===== config.mk =====
export PLATFORM = sky130hd
export DESIGN_NAME = keyserial_engine
export DESIGN_NICKNAME = d
export VERILOG_FILES = /design/src/rtl/kse_pkg.sv /design/src/rtl/kse_cmd_seq.sv /design/src/rtl/kse_key_xlate.sv /design/src/rtl/kse_rx_fifo.sv /design/src/rtl/keyserial_engine.sv
export SDC_FILE = /design/constraint.sdc
export NUM_CORES = 2
export LEC_CHECK = 0
export ABC_AREA = 0
export ABC_CLOCK_PERIOD_IN_PS = 12450
export BUFFER_PORTS_ARGS = -buffer_cell sky130_fd_sc_hd__buf_2
export CAP_MARGIN = 20
export CORE_MARGIN = 5
export CORE_UTILIZATION = 57
export DETAILED_ROUTE_END_ITERATION = 8
export PLACE_DENSITY = 0.73
export SETUP_SLACK_MARGIN = 0.2
export SYNTH_ARGS = -nofsm -noshare
export SYNTH_HDL_FRONTEND = slang
export SYNTH_SLANG_ARGS = --single-unit

===== constraint.sdc =====
create_clock -name clk -period 12.45 [get_ports clk]
set_input_delay 2.49 -clock clk [delete_from_list [all_inputs] [get_ports clk]]
set_output_delay 2.49 -clock clk [all_outputs]
set_load 0.01 [all_outputs]

===== src/rtl/kse_pkg.sv =====
`timescale 1ns/1ps
// Shared constants, response kinds and helper functions for the keyboard
// command/event engine. Assumes 8-bit codes and 128-entry tables.
package kse_pkg;
    localparam int KEY_W    = 8;
    localparam int TBL_N    = 128;
    localparam int TBL_BITS = KEY_W * TBL_N;
    localparam int IDX_W    = $clog2(TBL_N);

    localparam logic [7:0] CMD_IDENT    = 8'h01;
    localparam logic [7:0] CMD_LEDS     = 8'h0E;
    localparam logic [7:0] CMD_LAYOUT_A = 8'h07;
    localparam logic [7:0] CMD_LAYOUT_B = 8'h0F;

    localparam logic [7:0] EV_PREFIX    = 8'hE0;
    localparam logic [7:0] EV_CAPS_DN   = 8'h3A;
    localparam logic [7:0] EV_CAPS_UP   = 8'hBA;
    localparam logic [7:0] EV_NUM_DN    = 8'h45;
    localparam logic [7:0] EV_NUM_UP    = 8'hC5;

    typedef enum logic [1:0] {
        RSP_NONE   = 2'd0,
        RSP_IDENT  = 2'd1,
        RSP_LAYOUT = 2'd2
    } rsp_kind_e;

    // Builds an arithmetic placeholder table: entry i = (i*mul + add) mod 128.
    function automatic logic [TBL_BITS-1:0] build_map(input int mul, input int add);
        logic [TBL_BITS-1:0] m;
        m = '0;
        for (int i = 0; i < TBL_N; i++) begin
            m[i*KEY_W +: KEY_W] = KEY_W'((i * mul + add) & (TBL_N - 1));
        end
        return m;
    endfunction

    // Number of bytes in a response of the given kind.
    function automatic logic [1:0] rsp_len(input rsp_kind_e k);
        case (k)
            RSP_IDENT:  return 2'd3;
            RSP_LAYOUT: return 2'd2;
            default:    return 2'd1;
        endcase
    endfunction

    // Byte number idx of a response of the given kind.
    function automatic logic [7:0] rsp_byte(input rsp_kind_e k, input logic [1:0] idx);
        case (k)
            RSP_IDENT: begin
                case (idx)
                    2'd0:    return 8'hFF;
                    2'd1:    return 8'h04;
                    default: return 8'h7F;
                endcase
            end
            RSP_LAYOUT: return (idx == 2'd0) ? 8'hFE : 8'h00;
            default:    return 8'h00;
        endcase
    endfunction
endpackage


===== src/rtl/kse_cmd_seq.sv =====
`timescale 1ns/1ps
// Command sequencer: decodes host command bytes and plays out fixed response
// sequences into the receive queue, one byte per cycle, clearing the queue
// together with the first byte. Assumes cmd_go is only raised while idle.
module kse_cmd_seq
    import kse_pkg::*;
(
    input  logic       clk,
    input  logic       rst_n,
    input  logic       cmd_go,
    input  logic [7:0] cmd_byte,
    output logic       busy,
    output logic       push,
    output logic [7:0] push_data,
    output logic       flush
);
    rsp_kind_e  kind;
    logic [1:0] step;
    logic       skip_next;

    // Decode commands, track the LED-argument skip, and step through responses.
    always_ff @(posedge clk) begin
        if (!rst_n) begin
            kind      <= RSP_NONE;
            step      <= 2'd0;
            skip_next <= 1'b0;
        end else if (kind != RSP_NONE) begin
            if (step == rsp_len(kind) - 2'd1) begin
                kind <= RSP_NONE;
                step <= 2'd0;
            end else begin
                step <= step + 2'd1;
            end
        end else if (cmd_go) begin
            if (skip_next) begin
                skip_next <= 1'b0;
            end else begin
                case (cmd_byte)
                    CMD_IDENT:                  kind <= RSP_IDENT;
                    CMD_LAYOUT_A, CMD_LAYOUT_B: kind <= RSP_LAYOUT;
                    CMD_LEDS:                   skip_next <= 1'b1;
                    default:                    ;
                endcase
            end
        end
    end

    // Drive the queue while a response is in progress.
    always_comb begin
        busy      = (kind != RSP_NONE);
        push      = busy;
        push_data = rsp_byte(kind, step);
        flush     = busy && (step == 2'd0);
    end
endmodule


===== src/rtl/kse_key_xlate.sv =====
`timescale 1ns/1ps
// Key event translator: filters lock-key events through 2-bit state
// machines, handles the one-shot alternate-table prefix and looks up the
// translated code, keeping the release bit. Output is combinational on the
// accepted event; state updates at the accepting edge.
module kse_key_xlate
    import kse_pkg::*;
#(
    parameter logic [TBL_BITS-1:0] PRI_MAP = build_map(5, 17),
    parameter logic [TBL_BITS-1:0] ALT_MAP = build_map(3, 64)
) (
    input  logic       clk,
    input  logic       rst_n,
    input  logic       ev_go,
    input  logic [7:0] ev_code,
    output logic       push,
    output logic [7:0] push_data
);
    logic [7:0] pri_tab [TBL_N];
    logic [7:0] alt_tab [TBL_N];

    // Unpack both parameter tables into indexable arrays.
    for (genvar g = 0; g < TBL_N; g++) begin : g_tab
        assign pri_tab[g] = PRI_MAP[g*KEY_W +: KEY_W];
        assign alt_tab[g] = ALT_MAP[g*KEY_W +: KEY_W];
    end

    logic       prefix;
    logic [1:0] caps_st, num_st;
    logic [1:0] caps_nx, num_nx;
    logic       drop, is_prefix;
    logic [IDX_W-1:0] idx;
    logic [7:0] entry;

    // Lock-key filtering, prefix detection and table lookup.
    always_comb begin
        caps_nx   = caps_st;
        num_nx    = num_st;
        drop      = 1'b0;
        is_prefix = (ev_code == EV_PREFIX);
        case (ev_code)
            EV_CAPS_DN: begin caps_nx = caps_st ^ 2'b01; drop = (caps_nx == 2'd2); end
            EV_CAPS_UP: begin caps_nx = caps_st ^ 2'b10; drop = (caps_nx == 2'd3); end
            EV_NUM_DN:  begin num_nx  = num_st  ^ 2'b01; drop = (num_nx  == 2'd2); end
            EV_NUM_UP:  begin num_nx  = num_st  ^ 2'b10; drop = (num_nx  == 2'd3); end
            default:    ;
        endcase
        idx       = ev_code[IDX_W-1:0];
        entry     = prefix ? alt_tab[idx] : pri_tab[idx];
        push      = ev_go && !is_prefix && !drop;
        push_data = entry | {ev_code[7], 7'b0};
    end

    // Update lock states and the prefix flag on each accepted event.
    always_ff @(posedge clk) begin
        if (!rst_n) begin
            prefix  <= 1'b0;
            caps_st <= 2'd0;
            num_st  <= 2'd0;
        end else if (ev_go) begin
            caps_st <= caps_nx;
            num_st  <= num_nx;
            if (is_prefix)  prefix <= 1'b1;
            else if (!drop) prefix <= 1'b0;
        end
    end
endmodule


===== src/rtl/kse_rx_fifo.sv =====
`timescale 1ns/1ps
// Receive queue: circular byte buffer with occupancy count. A push into a
// full queue is discarded; an empty queue reads as 0. Flush empties the
// queue and may store a push in the same cycle as the first entry.
module kse_rx_fifo #(
    parameter int DEPTH = 256,
    localparam int PW   = $clog2(DEPTH),
    localparam int CW   = $clog2(DEPTH + 1)
) (
    input  logic          clk,
    input  logic          rst_n,
    input  logic          push,
    input  logic [7:0]    push_data,
    input  logic          flush,
    input  logic          pop,
    output logic [7:0]    rd_data,
    output logic          not_empty,
    output logic [CW-1:0] level
);
    localparam logic [PW-1:0] LAST = PW'(DEPTH - 1);

    logic [7:0]    mem [DEPTH];
    logic [PW-1:0] rptr, wptr;
    logic          full, accept, take;

    // Acceptance of pushes and pops against the current occupancy.
    always_comb begin
        full      = (level == CW'(DEPTH));
        not_empty = (level != '0);
        accept    = push && !full;
        take      = pop && not_empty;
        rd_data   = not_empty ? mem[rptr] : 8'h00;
    end

    // Storage write port.
    always_ff @(posedge clk) begin
        if (flush) begin
            if (push) mem[0] <= push_data;
        end else if (accept) begin
            mem[wptr] <= push_data;
        end
    end

    // Pointer and occupancy bookkeeping.
    always_ff @(posedge clk) begin
        if (!rst_n) begin
            rptr  <= '0;
            wptr  <= '0;
            level <= '0;
        end else if (flush) begin
            rptr  <= '0;
            wptr  <= push ? PW'(1) : '0;
            level <= push ? CW'(1) : '0;
        end else begin
            if (accept) wptr <= (wptr == LAST) ? '0 : wptr + PW'(1);
            if (take)   rptr <= (rptr == LAST) ? '0 : rptr + PW'(1);
            level <= level + CW'(accept) - CW'(take);
        end
    end
endmodule


===== src/rtl/keyserial_engine.sv =====
`timescale 1ns/1ps
// Top of the serial keyboard command/event engine. Commands and key events
// are both ignored while a response sequence runs, so the two push sources
// into the receive queue never collide.
module keyserial_engine
    import kse_pkg::*;
#(
    parameter int QDEPTH = 256,
    parameter logic [TBL_BITS-1:0] PRI_MAP = build_map(5, 17),
    parameter logic [TBL_BITS-1:0] ALT_MAP = build_map(3, 64),
    localparam int CW = $clog2(QDEPTH + 1)
) (
    input  logic       clk,
    input  logic       rst_n,
    input  logic       cmd_valid,
    input  logic [7:0] cmd_byte,
    input  logic       key_valid,
    input  logic [7:0] key_code,
    input  logic       rd_strobe,
    output logic [7:0] rd_data,
    output logic       rx_avail,
    output logic       busy
);
    logic          cmd_go, key_go;
    logic          seq_push, seq_flush, key_push, q_push;
    logic [7:0]    seq_data, key_data, q_data;
    logic [CW-1:0] q_level;

    // Gate inputs while a response is in progress and merge push sources.
    always_comb begin
        cmd_go = cmd_valid && !busy;
        key_go = key_valid && !busy;
        q_push = seq_push || key_push;
        q_data = seq_push ? seq_data : key_data;
    end

    kse_cmd_seq u_seq (
        .clk       (clk),
        .rst_n     (rst_n),
        .cmd_go    (cmd_go),
        .cmd_byte  (cmd_byte),
        .busy      (busy),
        .push      (seq_push),
        .push_data (seq_data),
        .flush     (seq_flush)
    );

    kse_key_xlate #(
        .PRI_MAP (PRI_MAP),
        .ALT_MAP (ALT_MAP)
    ) u_xlate (
        .clk       (clk),
        .rst_n     (rst_n),
        .ev_go     (key_go),
        .ev_code   (key_code),
        .push      (key_push),
        .push_data (key_data)
    );

    kse_rx_fifo #(
        .DEPTH (QDEPTH)
    ) u_fifo (
        .clk       (clk),
        .rst_n     (rst_n),
        .push      (q_push),
        .push_data (q_data),
        .flush     (seq_flush),
        .pop       (rd_strobe),
        .rd_data   (rd_data),
        .not_empty (rx_avail),
        .level     (q_level)
    );
endmodule


======== After elaboration in Yosys (flattened, before gate mapping) ========
Memories as Yosys holds them, arrays and structs flattened. A register that Yosys moved wholly into a read port is not among the register bits.
Index checks and enable logic that the tools add are counted.
word-level totals
  RAM bits ................................ 2048
  register bits ........................... 35
  input port bits ......................... 21
  memory bits (read-only) ................. 2048
  logic and storage cells ................. 128
  output and inout bits ................... 10
  memories ................................ 3
cells by class
  add/sub/neg operators ................... 6
  eq/ne operators ......................... 23
  reduce and logical (&&, ||, !) cells .... 28
  multiplexer cells ....................... 44
  bitwise logic cells ..................... 12
  order comparisons ....................... 1
memory list
  memory           depth  bits a word  read ports  clocked after Yosys merged registers in  wr ports  line                 source
  u_fifo.mem       256    8            1           1                                        1         kse_rx_fifo.sv:22    logic [7:0] mem [DEPTH];
  (no name shown)  128    8            1           0                                        0         kse_key_xlate.sv:49  entry = prefix ? alt_tab[idx] : pri_tab[idx];
  (no name shown)  128    8            1           0                                        0         kse_key_xlate.sv:49
operators with widths
  operator             count
  $mux 8               16
  $eq 8x8->1 const B   5
  $pmux 8 s2           2
  $add 8x1->8 const B  2
  $eq 8x4->1 const B   2
  $pmux 2 s2           4
  $mux 2               7
  $mux 1               13
  $reduce_and 3->1     4
  $eq 2x2->1 const B   5
  $not 1->1            10
  $add 9x1->9          1
  $eq 9x9->1 const B   1
  $mux 9               1
  $reduce_bool 9->1    1
  $sub 9x1->9          1
  $eq 8x1->1 const B   1
  $eq 8x3->1 const B   1
  $eq 8x6->1 const B   1
  $eq 8x7->1 const B   1
  $ge 8x8->1 const B   1
  $not 7->8            1
  $or 8x8->8           1
  $reduce_or 8->1      1
  other kinds (16)     31

======== Depth between registers and ports, before layout ========
  depth in word-level cells ............... 12
  depth in mapped cells ................... 19
  depth with buffers taken out ............ 18

======== Hierarchy ========
A second synthesis with hierarchy kept.
second synthesis, totals
  cell total of the unflattened synthesis .. 4295
  area, all modules ....................... 82997.1 um^2
modules (own cells, without submodules)
  module            seq. area each (um^2)  area each (um^2)  instances  cells each
  kse_rx_fifo       62159.6                81426.8           1          4104
  kse_key_xlate     100.1                  965.9             1          127
  kse_cmd_seq       100.1                  454.2             1          52
  keyserial_engine  0.0                    150.1             1          12

======== Worst setup path after synthesis ========
Ideal clock, no wire load.
  kind .................................... input -> register
  start ................................... input port key_code[2]
  end ..................................... memory u_fifo.mem[0][2], data pin
  stages .................................. 4
  path buffers ............................ 2
  slack ................................... 338 ps
  library setup time ...................... 1636 ps
  arrival time ............................ 10476 ps
  required time ........................... 10814 ps
  cells stage by stage .................... clkbuf_1 > buf_1 > mux4_2 > mux2i_1
on the way
  cells in the longest elaborated chain, start to end .. 8
  elaborated cells on any way between the ends .. 11
  classes of those cells .................. mux: 7; bitwise: 2; memory: 2
RTL lines
  element                                     line                    source
  start, declared                             keyserial_engine.sv:18  input logic [7:0] key_code,
  $not 7->8 (implied by the code) *           kse_key_xlate.sv:49
  $mem_v2 128x8                               -
  $mux 8 (implied by the code) (2 in series)  kse_key_xlate.sv:49
  $mux 8 *                                    kse_key_xlate.sv:49
  $or 8x8->8 *                                kse_key_xlate.sv:51     push_data = entry | {ev_code[7], 7'b0};
  $mux 8 *                                    keyserial_engine.sv:34  q_data = seq_push ? seq_data : key_data;
  via q_data[2]                               keyserial_engine.sv:26  logic [7:0] seq_data, key_data, q_data;
  $mux 8 (no line) *                          -
  end, declared                               kse_rx_fifo.sv:22
The timed path passes the listed nets; every way through them passes the cells marked *. The select of a mux whose other input is x is not followed.

==> results.toml <==
[outcome]
status = "complete, no violations"

[synth]
yosysUniqueCellTypes = 85
synth_async_sr_flop_share_pct = 0
syn_nets = 4446
synthCells = 4396
ys_ff_latch = 2091
synth_top_area_cell = "edfxtp_1"
synth_top_area_share_pct = 73.40
synth_area_um2 = 83790
yosys_warnings = 0
syn_area_per_cell_um2 = 19.06
synth_edf_count = 2048
synthFlopType = "edfxtp_1"
synth.area.top_cells = "edfxtp_1 (73%), mux4_2 (10%), mux2i_1 (3.4%)"
seq_area_frac_synth_pct = 74.43

[placement]
dpl_worst_slack_ns = 4.935
dp.cells = 6145
gp_congestion = 0.8471
portBuffers = 30
hpwl_um = 126900

[floorplanning]
pin_count = 31
design.core.area_um2 = 145900
die_area_um2 = 154800
die_h_um = 393.4
initial_core_util_pct = 57.42
rows = 140
die_w_um = 393.4

[routing]
post_drt_via_cell_ratio = 6.806
dr.pass1.iters = 6
initialDrtViolationCount = 6381
postRouteWirelength_um = 213400
routedWlPerCell_um = 32.70
num_vias = 44420
ant_nets = 0
drc_errors = 0

[cells_and_area]
fill_cells = 9755
syn_to_final_growth_pct = 9.490
drive_gt1_share_pct = 18.24
layout_commonest_cell = "edfxtp_1"
stdcell_count = 6527
multi_input_area_um2 = 19640
nets = 4485
register_area_um2 = 62370
layout_common_cells = "edfxtp_1 (2048), mux4_2 (384), nor2_1 (344)"

[timing]
slew_headroom_pct = 8.308
period_needed_ns = 8.443
setup_tns_ns = 0
tightest_slew_ns = 1.375
max_freq_ghz = 0.1184
fin_skew_ns = 0.05966
setup_ws_ns = 4.007
slew_violations = 0
finalSetupViolCount = 0
finalHoldViolCount = 0
fin_crit_sh_pct = 67.81
rsz0062_at_grt = "no"

[clock_network]
cts_htree_levels = 4
clk_latency_ns = 0.85
clock_path_buffers = 3
cts_sinks = 2091
cts_resized = 0
numCtsBuffers = 200
cts_setup_buffers = 0
cts_tree = "built"
cts_hold_buf = 0
clkSlewWorstSetupHoldPaths_ns = 0.06
root_buffer = "clkbuf_16"

[power]
leakage_nw = 28.10
p_sw_share_pct = 24.39
power_frac_comb_pct = 12.5
power_density_nw_per_um2 = 171.5
p_switching_w = 0.003837
peakVddDrop_uv = 171.1
pwr-share-clk_pct = 37.1
internal-power_w = 0.01190
seq_power_share_pct = 50.4

[global_route]
antenna_found_initial = 8
grtUsageTotal_pct = 27.49
grt_max_degree = 257
grt_overflow_total = 0
grt_pass1_wl_um = 309600
grt_pass1_vias = 43370

[setup_path]
crit_path_start_kind = "register"
rrSetupSlack_ns = 7.71
cp_max_fo = 97
end_kind = "output pin"
reg2reg_from = "u_seq.kind[1]"
worstPathRequired_ns = 9.96
worstSetupPathType = "register to output pin"
r2r-end = "u_fifo.mem[161][5]"
reg2reg_depth = 9
arrival_ns = 5.95

[worst_hold_path]
worstHoldPathCells = 2
min_path_type = "register to register"
min_to = "u_seq.step[0]"
min-delay-start = "u_seq.step[0]"

[flow_run]
drv_cap = 0
[registers in the layout, summed over array words and instances (netlist names), named ones only]
| register | flops |
|---|---|
| u_fifo.level | 9 |
| u_fifo.mem | 2048 |
| u_fifo.rptr | 8 |
| u_fifo.wptr | 8 |
| u_seq.kind | 2 |
| u_seq.skip_next | 1 |
| u_seq.step | 2 |
| u_xlate.caps_st | 2 |
| u_xlate.num_st | 2 |
| u_xlate.prefix | 1 |
[cell type report]
cell class              instances  area share, %
flip-flops and latches       2091          67.99
multi-input cells            2006          21.41
clock buffers                 250          5.705
well taps                    1917          2.615
clock inverters               122          1.152
repair buffers                106         0.9793
inverters                      30         0.1337
diodes                          5        0.01364
[through the flow]
step / utilization, % / instance area (µm²) / hold slack [ns] / power, W
2_1_floorplan: - / 83790 / 0.4771 / 0.009623
3_3_place_gp: 58.50 / 85370 / 0.4924 / 0.01000
3_5_place_dp: 58.51 / 85380 / 0.5034 / 0.01003
4_1_cts: 62.82 / 91670 / 0.5204 / 0.01578
5_1_grt: 62.86 / 91730 / 0.5480 / 0.01622
6_report: 62.87 / 91740 / 0.5140 / 0.01573
[cells by family after synthesis]
kind of cell | Yosys count | synth area share, %
flip-flops | 2091 | 74.43
AND/OR/NAND/NOR | 815 | 4.885
multiplexers | 668 | 13.74
AO/OA/AOI/OAI | 466 | 3.874
buffers and inverters | 299 | 2.345
adder cells (fa/ha/maj) | 29 | 0.4420
XOR/XNOR | 28 | 0.2927
[per-layer routing]
layer | share of wire, % | vias to the layer above | global-route usage (%)
li1 | - | 18070 | -
met1 | 37 | 22930 | 39.59
met2 | 46 | 3009 | 41.39
met3 | 13 | 400 | 7.114
met4 | 3.8 | 6 | 9.854
met5 | 0.018 | - | 0
[power groups by stage]
stage	combinational (W)	sequential, W	clock, W
CTS	0.00197	0.00792	0.00588
global placement	0.00193	0.00807	0
detailed placement	0.00196	0.00807	0
global route	0.00209	0.00792	0.00620
floorplan	0.00153	0.00810	0
finish	0.00197	0.00792	0.00584
[cell usage after synthesis (all sizes together) (30+ instances only)]
| cell | n |
|---|---|
| a21oi | 84 |
| buf | 179 |
| clkbuf | 90 |
| dfxtp | 43 |
| edfxtp | 2048 |
| inv | 30 |
| mux2i | 282 |
| mux4 | 385 |
| nand2 | 130 |
| nand3 | 58 |
| nor2 | 355 |
| nor3 | 93 |
| nor4 | 33 |
| o21ai | 68 |
| o221ai | 77 |
| o22ai | 82 |
[worst max-delay path by stage]
stage	start	endpoint	slack, ns
after floorplan	key_code[2]	u_fifo.mem[0][2]	0.34
after global placement	register	rd_data[4]	4.70
after detailed placement	register	rd_data[3]	4.94
after CTS	register	rd_data[3]	4.01
after global routing	register	rd_data[3]	3.80
final	register	rd_data[3]	4.01
[critical path: stages, from the launching register on]
cell      delay [ns]
dfxtp_4         0.85
buf_12          0.56
buf_12          0.59
mux2i_1         0.19
o221ai_1        0.31
o21ai_0         0.22
a31oi_1         0.36
nand4b_1        0.55
o22ai_1         0.92
buf_2           0.27
Power figures use the tool's default switching activity.
